File: src/rtl/sar_rd_pkg.sv
package sar_rd_pkg;
  localparam int RES_W      = 16;             // result width
  localparam int FRAME_CLKS = 20;             // serial clocks per frame
  localparam int FIRST_BIT  = 3;              // first rising edge carrying data
  localparam int LAST_BIT   = FIRST_BIT + RES_W - 1;
  localparam int BC_W       = $clog2(FRAME_CLKS + 1);

  typedef enum logic {
    ST_GAP   = 1'b0,
    ST_FRAME = 1'b1
  } rd_state_t;
endpackage

File: src/rtl/sar_rd_clamp.sv
module sar_rd_clamp #(
  parameter int DIV_W    = 8,
  parameter int IDLE_W   = 12,
  parameter int HALF_MIN = 10,
  parameter int HALF_MAX = 50,
  parameter int ACQ_MIN  = 60
) (
  input  logic [DIV_W-1:0]  half_raw,
  input  logic [IDLE_W-1:0] gap_raw,
  output logic [DIV_W-1:0]  half_eff,
  output logic [IDLE_W-1:0] gap_eff
);
  localparam logic [DIV_W-1:0]  LO_H = DIV_W'(HALF_MIN);
  localparam logic [DIV_W-1:0]  HI_H = DIV_W'(HALF_MAX);
  localparam logic [IDLE_W-1:0] LO_G = IDLE_W'(ACQ_MIN);

  always_comb begin
    if (half_raw < LO_H)      half_eff = LO_H;
    else if (half_raw > HI_H) half_eff = HI_H;
    else                      half_eff = half_raw;
    gap_eff = (gap_raw < LO_G) ? LO_G : gap_raw;
  end
endmodule

File: src/rtl/sar_rd_seq.sv
module sar_rd_seq
  import sar_rd_pkg::*;
#(
  parameter int DIV_W    = 8,
  parameter int IDLE_W   = 12,
  parameter int HALF_MIN = 10,
  parameter int ACQ_MIN  = 60
) (
  input  logic              clk,
  input  logic              rst_n,
  input  logic              start,
  input  logic              cont_en,
  input  logic [DIV_W-1:0]  half_eff,
  input  logic [IDLE_W-1:0] gap_eff,
  output logic              cs_n,
  output logic              sclk,
  output logic              cap_en,
  output logic              cap_last
);
  localparam logic [BC_W-1:0] BC_END  = BC_W'(FRAME_CLKS);
  localparam logic [BC_W-1:0] BC_FST  = BC_W'(FIRST_BIT);
  localparam logic [BC_W-1:0] BC_LST  = BC_W'(LAST_BIT);
  localparam int              HOLD_W  = DIV_W + 1;
  localparam int              CSH_W   = IDLE_W + 1;

  rd_state_t         st_q, st_d;
  logic              cs_q, cs_d;
  logic              sclk_q, sclk_d;
  logic              ph_q, ph_d;        // 1 = high phase
  logic [DIV_W-1:0]  hc_q, hc_d;
  logic [DIV_W-1:0]  half_q, half_d;
  logic [BC_W-1:0]   bc_q, bc_d;        // falling edges so far
  logic [IDLE_W-1:0] ic_q, ic_d;
  logic              pend_q, pend_d;
  logic              go;

  always_comb begin
    st_d     = st_q;
    cs_d     = cs_q;
    sclk_d   = sclk_q;
    ph_d     = ph_q;
    hc_d     = hc_q;
    half_d   = half_q;
    bc_d     = bc_q;
    ic_d     = ic_q;
    pend_d   = pend_q;
    cap_en   = 1'b0;
    cap_last = 1'b0;
    go       = 1'b0;
    case (st_q)
      ST_GAP: begin
        if (ic_q < gap_eff) ic_d = ic_q + 1'b1;
        if (start) pend_d = 1'b1;
        go = (ic_q >= gap_eff) && (cont_en || start || pend_q);
        if (go) begin
          st_d   = ST_FRAME;
          cs_d   = 1'b0;
          sclk_d = 1'b1;
          ph_d   = 1'b1;
          hc_d   = '0;
          bc_d   = '0;
          half_d = half_eff;
          pend_d = 1'b0;
        end
      end
      default: begin
        if (hc_q == half_q - 1'b1) begin
          hc_d = '0;
          if (ph_q) begin
            if (bc_q == BC_END) begin
              st_d = ST_GAP;
              cs_d = 1'b1;
              ic_d = '0;
            end else begin
              ph_d   = 1'b0;
              sclk_d = 1'b0;
              bc_d   = bc_q + 1'b1;
            end
          end else begin
            ph_d   = 1'b1;
            sclk_d = 1'b1;
            if (bc_q >= BC_FST && bc_q <= BC_LST) cap_en = 1'b1;
            if (bc_q == BC_LST) cap_last = 1'b1;
          end
        end else begin
          hc_d = hc_q + 1'b1;
        end
      end
    endcase
  end

  always_ff @(posedge clk or negedge rst_n) begin
    if (!rst_n) begin
      st_q   <= ST_GAP;
      cs_q   <= 1'b1;
      sclk_q <= 1'b1;
      ph_q   <= 1'b1;
      hc_q   <= '0;
      half_q <= DIV_W'(HALF_MIN);
      bc_q   <= '0;
      ic_q   <= '0;
      pend_q <= 1'b0;
    end else begin
      st_q   <= st_d;
      cs_q   <= cs_d;
      sclk_q <= sclk_d;
      ph_q   <= ph_d;
      hc_q   <= hc_d;
      half_q <= half_d;
      bc_q   <= bc_d;
      ic_q   <= ic_d;
      pend_q <= pend_d;
    end
  end

  assign cs_n = cs_q;
  assign sclk = sclk_q;

  // Checker state: length of each clock phase and of each chip-select-high run
  logic              sclk_prev_q;
  logic [HOLD_W-1:0] hold_q;
  logic [CSH_W-1:0]  csh_q;

  always_ff @(posedge clk or negedge rst_n) begin
    if (!rst_n) begin
      sclk_prev_q <= 1'b1;
      hold_q      <= '0;
      csh_q       <= '0;
    end else begin
      sclk_prev_q <= sclk_q;
      if (sclk_q != sclk_prev_q)  hold_q <= HOLD_W'(1);
      else if (hold_q != '1)      hold_q <= hold_q + 1'b1;
      if (!cs_q)                  csh_q  <= '0;
      else if (csh_q != '1)       csh_q  <= csh_q + 1'b1;
    end
  end

  assert_sclk_idle_R2: assert property (@(posedge clk) disable iff (!rst_n)
    cs_q |-> sclk_q);

  assert_half_min_R5: assert property (@(posedge clk) disable iff (!rst_n)
    (!cs_q && (sclk_q != sclk_prev_q)) |-> (hold_q >= HOLD_W'(HALF_MIN)));

  assert_cs_gap_R6: assert property (@(posedge clk) disable iff (!rst_n)
    $fell(cs_q) |-> (csh_q >= CSH_W'(ACQ_MIN)));

  assert_cap_in_frame_R3: assert property (@(posedge clk) disable iff (!rst_n)
    cap_en |-> (!cs_q && !sclk_q));
endmodule

File: src/rtl/sar_rd_shift.sv
module sar_rd_shift
  import sar_rd_pkg::*;
(
  input  logic                    clk,
  input  logic                    rst_n,
  input  logic                    cs_n,
  input  logic                    sdo,
  input  logic                    cap_en,
  input  logic                    cap_last,
  output logic signed [RES_W-1:0] word,
  output logic                    vld
);
  logic [RES_W-1:0] sh_q, sh_d;
  logic [RES_W-1:0] res_q, res_d;
  logic             vld_q, vld_d;

  always_comb begin
    sh_d  = sh_q;
    res_d = res_q;
    vld_d = 1'b0;
    if (cap_en) sh_d = {sh_q[RES_W-2:0], sdo};
    if (cap_last) begin
      res_d = {sh_q[RES_W-2:0], sdo};
      vld_d = 1'b1;
    end
  end

  always_ff @(posedge clk or negedge rst_n) begin
    if (!rst_n) begin
      sh_q  <= '0;
      res_q <= '0;
      vld_q <= 1'b0;
    end else begin
      sh_q  <= sh_d;
      res_q <= res_d;
      vld_q <= vld_d;
    end
  end

  assign word = $signed(res_q);
  assign vld  = vld_q;

  assert_vld_pulse_R4: assert property (@(posedge clk) disable iff (!rst_n)
    vld_q |=> !vld_q);

  assert_vld_in_frame_R4: assert property (@(posedge clk) disable iff (!rst_n)
    vld_q |-> !cs_n);

  assert_res_hold_R4: assert property (@(posedge clk) disable iff (!rst_n)
    !vld_q |-> $stable(res_q));
endmodule

File: src/rtl/sar_adc_rdout.sv
module sar_adc_rdout
  import sar_rd_pkg::*;
#(
  parameter int DIV_W    = 8,
  parameter int IDLE_W   = 12,
  parameter int HALF_MIN = 10,
  parameter int HALF_MAX = 50,
  parameter int ACQ_MIN  = 60
) (
  input  logic                    clk,
  input  logic                    rst_n,
  input  logic                    start,
  input  logic                    cont_en,
  input  logic [DIV_W-1:0]        sclk_half,
  input  logic [IDLE_W-1:0]       gap_len,
  output logic                    adc_cs_n,
  output logic                    adc_sclk,
  input  logic                    adc_sdo,
  output logic signed [RES_W-1:0] res_word,
  output logic                    res_vld
);
  logic [1:0]        rst_sync_q;
  logic              rst_i_n;
  logic [1:0]        sdo_sync_q;
  logic [DIV_W-1:0]  half_eff;
  logic [IDLE_W-1:0] gap_eff;
  logic              cap_en, cap_last;

  always_ff @(posedge clk or negedge rst_n) begin
    if (!rst_n) rst_sync_q <= 2'b00;
    else        rst_sync_q <= {rst_sync_q[0], 1'b1};
  end
  assign rst_i_n = rst_sync_q[1];

  always_ff @(posedge clk or negedge rst_i_n) begin
    if (!rst_i_n) sdo_sync_q <= 2'b00;
    else          sdo_sync_q <= {sdo_sync_q[0], adc_sdo};
  end

  sar_rd_clamp #(
    .DIV_W(DIV_W), .IDLE_W(IDLE_W), .HALF_MIN(HALF_MIN),
    .HALF_MAX(HALF_MAX), .ACQ_MIN(ACQ_MIN)
  ) u_clamp (
    .half_raw (sclk_half),
    .gap_raw  (gap_len),
    .half_eff (half_eff),
    .gap_eff  (gap_eff)
  );

  sar_rd_seq #(
    .DIV_W(DIV_W), .IDLE_W(IDLE_W), .HALF_MIN(HALF_MIN), .ACQ_MIN(ACQ_MIN)
  ) u_seq (
    .clk      (clk),
    .rst_n    (rst_i_n),
    .start    (start),
    .cont_en  (cont_en),
    .half_eff (half_eff),
    .gap_eff  (gap_eff),
    .cs_n     (adc_cs_n),
    .sclk     (adc_sclk),
    .cap_en   (cap_en),
    .cap_last (cap_last)
  );

  sar_rd_shift u_shift (
    .clk      (clk),
    .rst_n    (rst_i_n),
    .cs_n     (adc_cs_n),
    .sdo      (sdo_sync_q[1]),
    .cap_en   (cap_en),
    .cap_last (cap_last),
    .word     (res_word),
    .vld      (res_vld)
  );

  assert_reset_idle_R1: assert property (@(posedge clk) disable iff (!rst_i_n)
    $rose(rst_i_n) |-> (adc_cs_n && adc_sclk && !res_vld));
endmodule

File: config.mk
export PLATFORM = sky130hd
export DESIGN_NAME = sar_adc_rdout
export DESIGN_NICKNAME = d
export VERILOG_FILES = /design/src/rtl/sar_rd_pkg.sv /design/src/rtl/sar_rd_clamp.sv /design/src/rtl/sar_rd_seq.sv /design/src/rtl/sar_rd_shift.sv /design/src/rtl/sar_adc_rdout.sv
export SDC_FILE = /design/constraint.sdc
export NUM_CORES = 1
export LEC_CHECK = 0
export ABC_AREA = 1
export ABC_CLOCK_PERIOD_IN_PS = 2300
export BUFFER_PORTS_ARGS = -buffer_cell sky130_fd_sc_hd__buf_2
export CAP_MARGIN = 25
export CORE_UTILIZATION = 30
export CTS_CLUSTER_DIAMETER = 50
export DETAILED_ROUTE_END_ITERATION = 10
export PLACE_DENSITY = 0.56
export SYNTH_ARGS = -nofsm -noshare
export SYNTH_HDL_FRONTEND = slang
export SYNTH_SLANG_ARGS = --single-unit
File: constraint.sdc
create_clock -name clk -period 2.3 [get_ports clk]
set_input_delay 0 -clock clk [delete_from_list [all_inputs] [get_ports clk]]
set_output_delay 0 -clock clk [all_outputs]
set_load 0.02 [all_outputs]
==> results of run 1 <==
[critical path, cell delays in order (launching register included)]
cell	delay, ns
dfstp_2	0.55
inv_1	0.07
ha_1	0.22
inv_1	0.06
nand2_1	0.06
nand2_1	0.07
nand2_1	0.04
nand2_1	0.05
nand3_1	0.09
nor2_2	0.13
nand2_4	0.14
nand2_4	0.11
buf_12	0.15
nand2_1	0.12
nand3_1	0.10
nand2_1	0.06
[synth_stat cells (3+ instances only)]
cell	number
nand2_1	172
dfrtp_1	69
nand2_4	4
nand3_1	73
nor3_1	3
xnor2_1	8
inv_1	51
clkbuf_1	10
nand4_1	17
ha_1	18
buf_2	3
buf_6	4
o22ai_1	6
nor2_1	47
dfstp_2	5
a21oi_1	4
xor2_1	17
o21ai_0	16
[cell usage in the layout, fill, tap and decap left out, drive strengths merged, types with 3 or more instances in the layout]
cell and count:
a21oi 4, ha 18, clkbuf 12, buf 61, o22ai 6, nand2 177, nor2 52, o21ai 16
dfrtp 69, xnor2 8, nor3 3, xor2 17, nand4 17, dlygate4sd3 12, nand3 73, inv 51
dfstp 5
[power by group]
group / switching, uW / internal [uW]
clock: 541 / 897
sequential: 9.43 / 1310
combinational: 47.3 / 43.7
[flip-flops by register name, indices dropped and copies added (netlist names), 2 cells and up]
signal        flops
u_seq.bc_q        5
u_seq.ic_q       12
u_shift.sh_q     15
u_seq.hc_q        8
rst_sync_q        2
sdo_sync_q        2
u_seq.half_q      8
u_shift.word     16
[kinds of logic (layout without fill, tap and decap cells)]
family,count (synthesis),in the layout
compound gates,31,31
fa+ha+maj,18,18
simple gates,327,327
other cells,1,1
buf+inv,70,140
flops,74,74
xor+xnor,25,25
[through the flow]
step                      utilization  total power, uW  hold WS (ns)
after CTS                       0.372             2880         0.218
after global placement          0.341             1410        -0.215
after global routing            0.374             2940         0.297
final                           0.374             2840         0.217
after detailed placement        0.341             1420        -0.214
after floorplan                     -             1370        -0.296
[layer usage]
metal	share of wire	vias to the layer above	GRT usage
met4	0.015	0	0.0540
met3	0.030	11	0.0352
li1	-	1888	-
met2	0.46	49	0.219
met1	0.49	1710	0.187
met5	0	-	0
[how the worst max path moves through the flow]
stage                          from                to  slack, ns  depth (start not counted)
floorplan             rst_sync_q[1]     sdo_sync_q[0]        0.1                          0
global placement         gap_len[9]   u_seq.half_q[4]       0.09                         16
detailed placement       gap_len[9]     u_seq.bc_q[4]       0.04                         18
CTS                 u_seq.half_q[1]  u_shift.word[11]       0.09                         14
global route        u_seq.half_q[1]     u_seq.bc_q[4]      0.008                         15
finish              u_seq.half_q[1]     u_seq.bc_q[4]       0.17                         15
[what timing repair did]
item	in CTS	in global routing
hold endpoints to repair	10	0
setup buffers	0	2
gates resized for setup	0	2
setup endpoints to repair	0	31
hold buffers	12	0
[area by class of cell]
class | instances | share of cell area
multi-input cells | 402 | 0.404
flip-flops and latches | 74 | 0.360
repair buffers | 73 | 0.0959
clock buffers | 12 | 0.0496
well taps | 180 | 0.0436
inverters | 51 | 0.0371
clock inverters | 4 | 0.00969
==> metrics.md, run 1 <==
| Metric | Value |
|---|---|
| Non-filler instance count after layout | `796` |
| Largest net degree at the start of global routing | `51` |
| Initial antenna violation count | `0` |
| Die footprint | `14,600 sq um` |
| Gate Count Post-Synth | `546` |
| DRC | `1` |
| Sequential fraction of the synthesis area | `0.438` |
| Global route overflow | `0` |
| TNS Setup | `0 ns` |
| Post-synthesis mux area share | `0` |
| Routed Wire Length | `9330 microns` |
| Area Growth Syn to Fin | `21.9%` |
| CTS tree | `built` |
| Post-synthesis adder-cell area fraction | `0.0531` |
| Worst EP arrival | `2.35 ns` |
| YS warnings | `0` |
| HPWL after DPL | `6570 microns` |
| Simple-Gate Fraction of Synth Area | `0.343` |
| Vias post-DR | `3,658` |
| Fill cells | `1,395` |
| RSZ-0062 raised after global routing | `false` |
| Area contributors post-synth | `dfrtp_1 41%, nand2_1 15%, nand3_1 8.6%` |
| WS Path Type | `register to register` |
| Deepest clock path buffer count | `2` |
| Post-route design area | `5170 sq um` |
| Worst min-delay path category | `input port to register` |
| Drt pass-1 iters | `7` |
| #FFs+latches synth | `74` |
| H-tree levels | `3` |
| Crit path launch type | `register` |
| Layout cells sized above 1 | `0.154` |
| Global-route wire length before repair | `16,300 microns` |
| Status | `finished, violations left` |
| Core area | `13,800 sq um` |
| All-Layer GR Usage | `0.141` |
| Synth Area in XOR/XNOR | `0.0517` |
| FF/Latch Area | `around 1900 sq um` |
| Number of synthesized flops with an enable pin | `0` |
| Mapped Area | `roughly 4200 sq um` |
| Worst setup EP type | `register` |
| Vias in the first global route | `approximately 3.5k` |
| Worst-Skew Late Latency | `0.34 ns` |
| Final Slew Violations | `0` |
| Clk pin slew, worst setup/hold paths | `~0.060 ns` |
| Area of the multi-input gates | `2090 sq um` |
| Reg-to-reg slack, setup | `0.17 ns` |
| Initial Util | `0.307` |
| Final WS setup | `roughly 0.17 ns` |
| Hold Startpoint | `cont_en` |
| Fin crit share | `0.925` |
| Post-Place Cells | `roughly 770` |
| Final net count | `~650` |
| Violated checks | `design-rule violations` |
| DR WL/cell | `about 12 microns` |
| Slew headroom | `0.617` |
| Fin crit period | `2.13 ns` |
| Area of placed instances | `4710 sq um` |
| Compound-Gate Fraction of Synth Area | `0.0410` |
| Fin. Hold Viols | `0` |
| Achievable Freq | `0.470 GHz` |
| Pre-CTS setup slack | `0.0362 ns` |
| Max cap viols | `0` |
| Required time worst endpoint | `~2.5 ns` |
| GPL Wtd Cong | `0.860` |
| FF-to-FF path depth | `15` |
| Syn_nets | `589` |
| Reg2reg end | `u_seq.bc_q[4]` |
| Clock Sinks | `74` |
| Largest family of logic cells by synthesized area | `simple AND/OR/NAND/NOR gates` |
| Worst hold path endpoint | `u_seq.sclk` |
| R2r startpoint | `u_seq.half_q[1]` |
| Port buffer count | `43` |
| Io pins | `44` |
| Total CTS buffers | `9` |
| Worst Path Max Fanout | `18` |
| Final Skew | `between 0.007 and 0.008 ns` |
| Asr flop ratio synth | `1.00` |
| Die H | `121 microns` |
| Yosys cell types | `32` |
| Final setup vio count | `0` |
| Vias per cell | `4.60` |
| Synth area leader | `dfrtp_1` |
| Maximum vdd ir drop | `around 0.37 mV` |
| DIE WIDTH | `between 100 and 150 microns` |
| Hold depth | `7` |
| Mean Syn Cell Area | `7.76 sq um` |
| Area fraction of the dominant cell type after synthesis | `0.407` |
| FP Rows | `43` |
| Most used flip-flop cell after synthesis | `dfrtp_1` |
| # diodes | `0` |
| Worst-margin pin slew | `0.575 ns` |
| Initial DRC count | `234` |
| Leakage | `around 0.0028 uW` |
| Antenna-violating nets left | `0` |
| Clock Tree Root | `clkbuf_16` |
| Pwr per Cell Area | `551 nW/um^2` |
No activity file was read; power rests on OpenSTA's default activity.
==> inputs of run 2 (changes only) <==
- ABC_AREA: 1 -> unset
==> run 2 against run 1 <==
The run ends with negative hold slack, negative setup slack left. Global-route usage up 0.85 points. Critical endpoint is now u_seq.bc_q[2]. Power up 60%. Final area up 4.4%. Largest cell class unchanged. Flip-flop and latch count unchanged. Sequential share of layout area down 1.5 points. Final cell count down 18%. Combinational power rose to 15 times the previous value. Synthesized cell count down 33%. Highest routed layer unchanged. Die area down 7.8%.
==> metrics.md, run 2 <==
| Metric | Value |
|---|---|
| Final net count | `519` |
| DR WL/cell | `roughly 14 microns` |
| Status | `finished, violations left` |
| Pre-CTS setup slack | `-0.559 ns` |
| Achievable Freq | `0.352 GHz` |
| Leakage | `around 0.0025 uW` |
| Fin crit share | `1.23` |
| Die H | `around 120 microns` |
| Most used flip-flop cell after synthesis | `dfrtp_1` |
| Area of the multi-input gates | `2120 sq um` |
| Drt pass-1 iters | `4` |
| Worst-Skew Late Latency | `0.33 ns` |
| Compound-Gate Fraction of Synth Area | `0.131` |
| Io pins | `between 40 and 50` |
| Initial DRC count | `189` |
| Largest net degree at the start of global routing | `40` |
| Layout cells sized above 1 | `0.403` |
| Clock Tree Root | `clkbuf_16` |
| Commonest non-fill, non-tap cell in the layout | `dfrtp_1` |
| Asr flop ratio synth | `1.00` |
| Area fraction of the dominant cell type after synthesis | `0.442` |
| Core area | `12,700 sq um` |
| Mapped Area | `3900 sq um` |
| Post-synthesis adder-cell area fraction | `0.0577` |
| Gate Count Post-Synth | `364` |
| Net Sw Frac | `0.323` |
| Crit path buffers/inverters | `2` |
| Internal power | `3080 uW` |
| Tightest hold margin | `-0.00663 ns` |
| Initial Util | `0.308` |
| Cell family with most CP delay | `simple AND/OR/NAND/NOR gates` |
| CTS tree | `built` |
| Vias in the first global route | `3,273` |
| Slew headroom | `0.566` |
| Vias per cell | `4.99` |
| Crit-path cells | `inv_1 -> ha_2 -> or3b_4 -> or4_4 -> a2111oi_4 -> o211ai_4 -> buf_6 -> or4_4 -> a21oi_2` |
| Pwr per Cell Area | `844 nW/um^2` |
| CP max stage cell | `or4_4` |
| Synth Area in XOR/XNOR | `0.0269` |
| Number of synthesized flops with an enable pin | `0` |
| Slowest stage delay, CP | `0.47 ns` |
| Met1 GRT Util | `0.177` |
| Area contributors post-synth | `dfrtp_1 44%, mux2_2 8.9%, ha_1 5.8%` |
| Total Power | `around 4600 uW` |
| DIE WIDTH | `between 100 and 150 microns` |
| Crit path launch type | `register` |
| Worst Path Max Fanout | `7` |
| Combinational cell fraction of total power | `0.297` |
| Maximum vdd ir drop | `0.366 mV` |
| Deepest clock path buffer count | `2` |
| Fin. Hold Viols | `1` |
| Worst min-delay path category | `input port to register` |
| Synth top cells by count | `69 x dfrtp_1, 31 x mux2_2, 25 x nand2_1` |
| HPWL after DPL | `roughly 6200 microns` |
| Commonest non-fill, non-tap cells in the layout | `68 x dfrtp_1, 46 x buf_4, 43 x buf_2` |
| Most instantiated library cell after synthesis | `dfrtp_1` |
| Seq pwr share | `0.396` |
| Yosys cell types | `62` |
| Non-filler instance count after layout | `653` |
| Post-synthesis mux area share | `0.0946` |
| Fin crit period | `between 2 and 3 ns` |
| Routed Wire Length | `~9000 microns` |
| Clock Sinks | `74` |
| Clk pin slew, worst setup/hold paths | `~0.06 ns` |
| Worst-margin pin slew | `about 0.64 ns` |
| RSZ-0062 raised after global routing | `true` |
| Global-route met3 utilization | `0.0340` |
| All-Layer GR Usage | `0.149` |
| Grt met2 use | `0.259` |
| Worst EP arrival | `3.10 ns` |
| Area Growth Syn to Fin | `38.1%` |
| Syn_nets | `407` |
| Global route overflow | `0` |
| Sequential fraction of the synthesis area | `0.476` |
| Simple-Gate Fraction of Synth Area | `0.177` |
| Violated checks | `negative hold slack, negative setup slack` |
| Final Skew | `0.00696 ns` |
| Grt peak-use layer | `met2` |
| Synth area leader | `dfrtp_1` |
| YS warnings | `0` |
| #FFs+latches synth | `74` |
| Worst setup EP type | `register` |
| Max cap viols | `0` |
| Fill cells | `about 1.2k` |
| Vias post-DR | `3,256` |
| Clk pwr share | `0.307` |
| Post-Place Cells | `616` |
| Mean Syn Cell Area | `10.7 sq um` |
| Net Switching | `1470 uW` |
| Final Slew Violations | `0` |
| DRC | `0` |
| Crit path top cell by count | `or4_4` |
| WS Path Type | `register to register` |
| # diodes | `0` |
| Total CTS buffers | `9` |
| Port buffer count | `43` |
| Largest family of logic cells by synthesized area | `simple AND/OR/NAND/NOR gates` |
| FP Rows | `41` |
| Antenna-violating nets left | `0` |
| Global-route wire length before repair | `15,500 microns` |
| Initial antenna violation count | `0` |
| Max reg flops | `16` |
| H-tree levels | `3` |
| Die footprint | `13,500 sq um` |
| GPL Wtd Cong | `0.769` |
| Final setup vio count | `61` |
| Final WS setup | `-0.539 ns` |
| FF/Latch Area | `roughly 1900 sq um` |
| Required time worst endpoint | `2.56 ns` |
[run 2: cell count changes after synthesis, sizes merged, moves of 6 or more]
| cell | change |
|---|---|
| nand3 | -57 |
| a21oi | +12 |
| xor2 | -12 |
| and2 | +6 |
| o31ai | +6 |
| or4 | +10 |
| nand2 | -152 |
| inv | -32 |
| mux2 | +31 |
| nor2 | -32 |
[run 2: what timing repair did]
item,in CTS,in global routing
setup endpoints to repair,63,68
pin swaps,10,7
gates resized for setup,36,24
cloned,2,0
buffers inserted,6,4
hold buffers,12,0
endpoints found under the hold margin,9,0
[run 2: layout make-up]
type                    count  share of cell area
repair buffers            112               0.152
inverters                  20              0.0139
flip-flops and latches     74               0.345
multi-input cells         259               0.394
clock buffers              13              0.0464
clock inverters             3             0.00882
well taps                 172              0.0399
[run 2: per-stage QoR]
| stage | area, sq um | utilization | setup TNS, ns | hold WS [ns] |
|---|---|---|---|---|
| global route | 5390 | 0.425 | -34.36 | 0.0112 |
| global placement | 4710 | 0.371 | -27.69 | -0.214 |
| finish | 5390 | 0.425 | -27.78 | -0.00663 |
| detailed placement | 4710 | 0.371 | -30.12 | -0.213 |
| floorplan | 3940 | - | -24.68 | -0.296 |
| CTS | 5330 | 0.421 | -27.29 | 0.00254 |
[run 2: cell families (layout without fill, tap and decap cells)]
logic type,Yosys count,in the layout
xor+xnor,12,12
compound gates,72,72
other cells,1,1
fa+ha+maj,18,18
buf+inv,32,148
simple gates,122,123
flops,74,74
mux,33,33
[run 2: power by group through the flow]
stage	combinational [uW]	clock, uW	sequential [uW]
2_1_floorplan	746	0	1800
3_3_place_gp	1140	0	1800
3_5_place_dp	1180	0	1810
5_1_grt	1500	1510	1850
6_report	1350	1400	1800
4_1_cts	1300	1430	1800
[run 2: per-layer routing]
| metal | wire [microns] | up-vias |
|---|---|---|
| met1 | 3950 | 1598 |
| met4 | 191 | 0 |
| met2 | 4750 | 58 |
| met5 | 0 | - |
| li1 | - | 1581 |
| met3 | 344 | 19 |
[run 2: worst paths after layout]
check | to | cells after the start | slack (ns) | startpoint
worst min-delay path | u_seq.half_q[5] | 3 | -0.007 | sclk_half[5]
worst min register to register | u_shift.sh_q[0] | 0 | 0.09 | rst_sync_q[1]
worst max-delay path | u_seq.bc_q[2] | 9 | -0.54 | u_seq.half_q[0]
worst max register to register | u_seq.bc_q[2] | 9 | -0.54 | u_seq.half_q[0]
min in group asynchronous | u_shift.sh_q[0] | 0 | 0.09 | rst_sync_q[1]
max in group asynchronous | u_shift.word[11] | 1 | 1.62 | rst_sync_q[1]
[run 2: worst reg2reg max path, delay by kind of cell, from the launching register on]
kind	cells	cell delay, ns
simple gates	3	1.29
buf+inv	2	0.23
compound gates	3	0.72
fa+ha+maj	1	0.17
flops	1	0.37
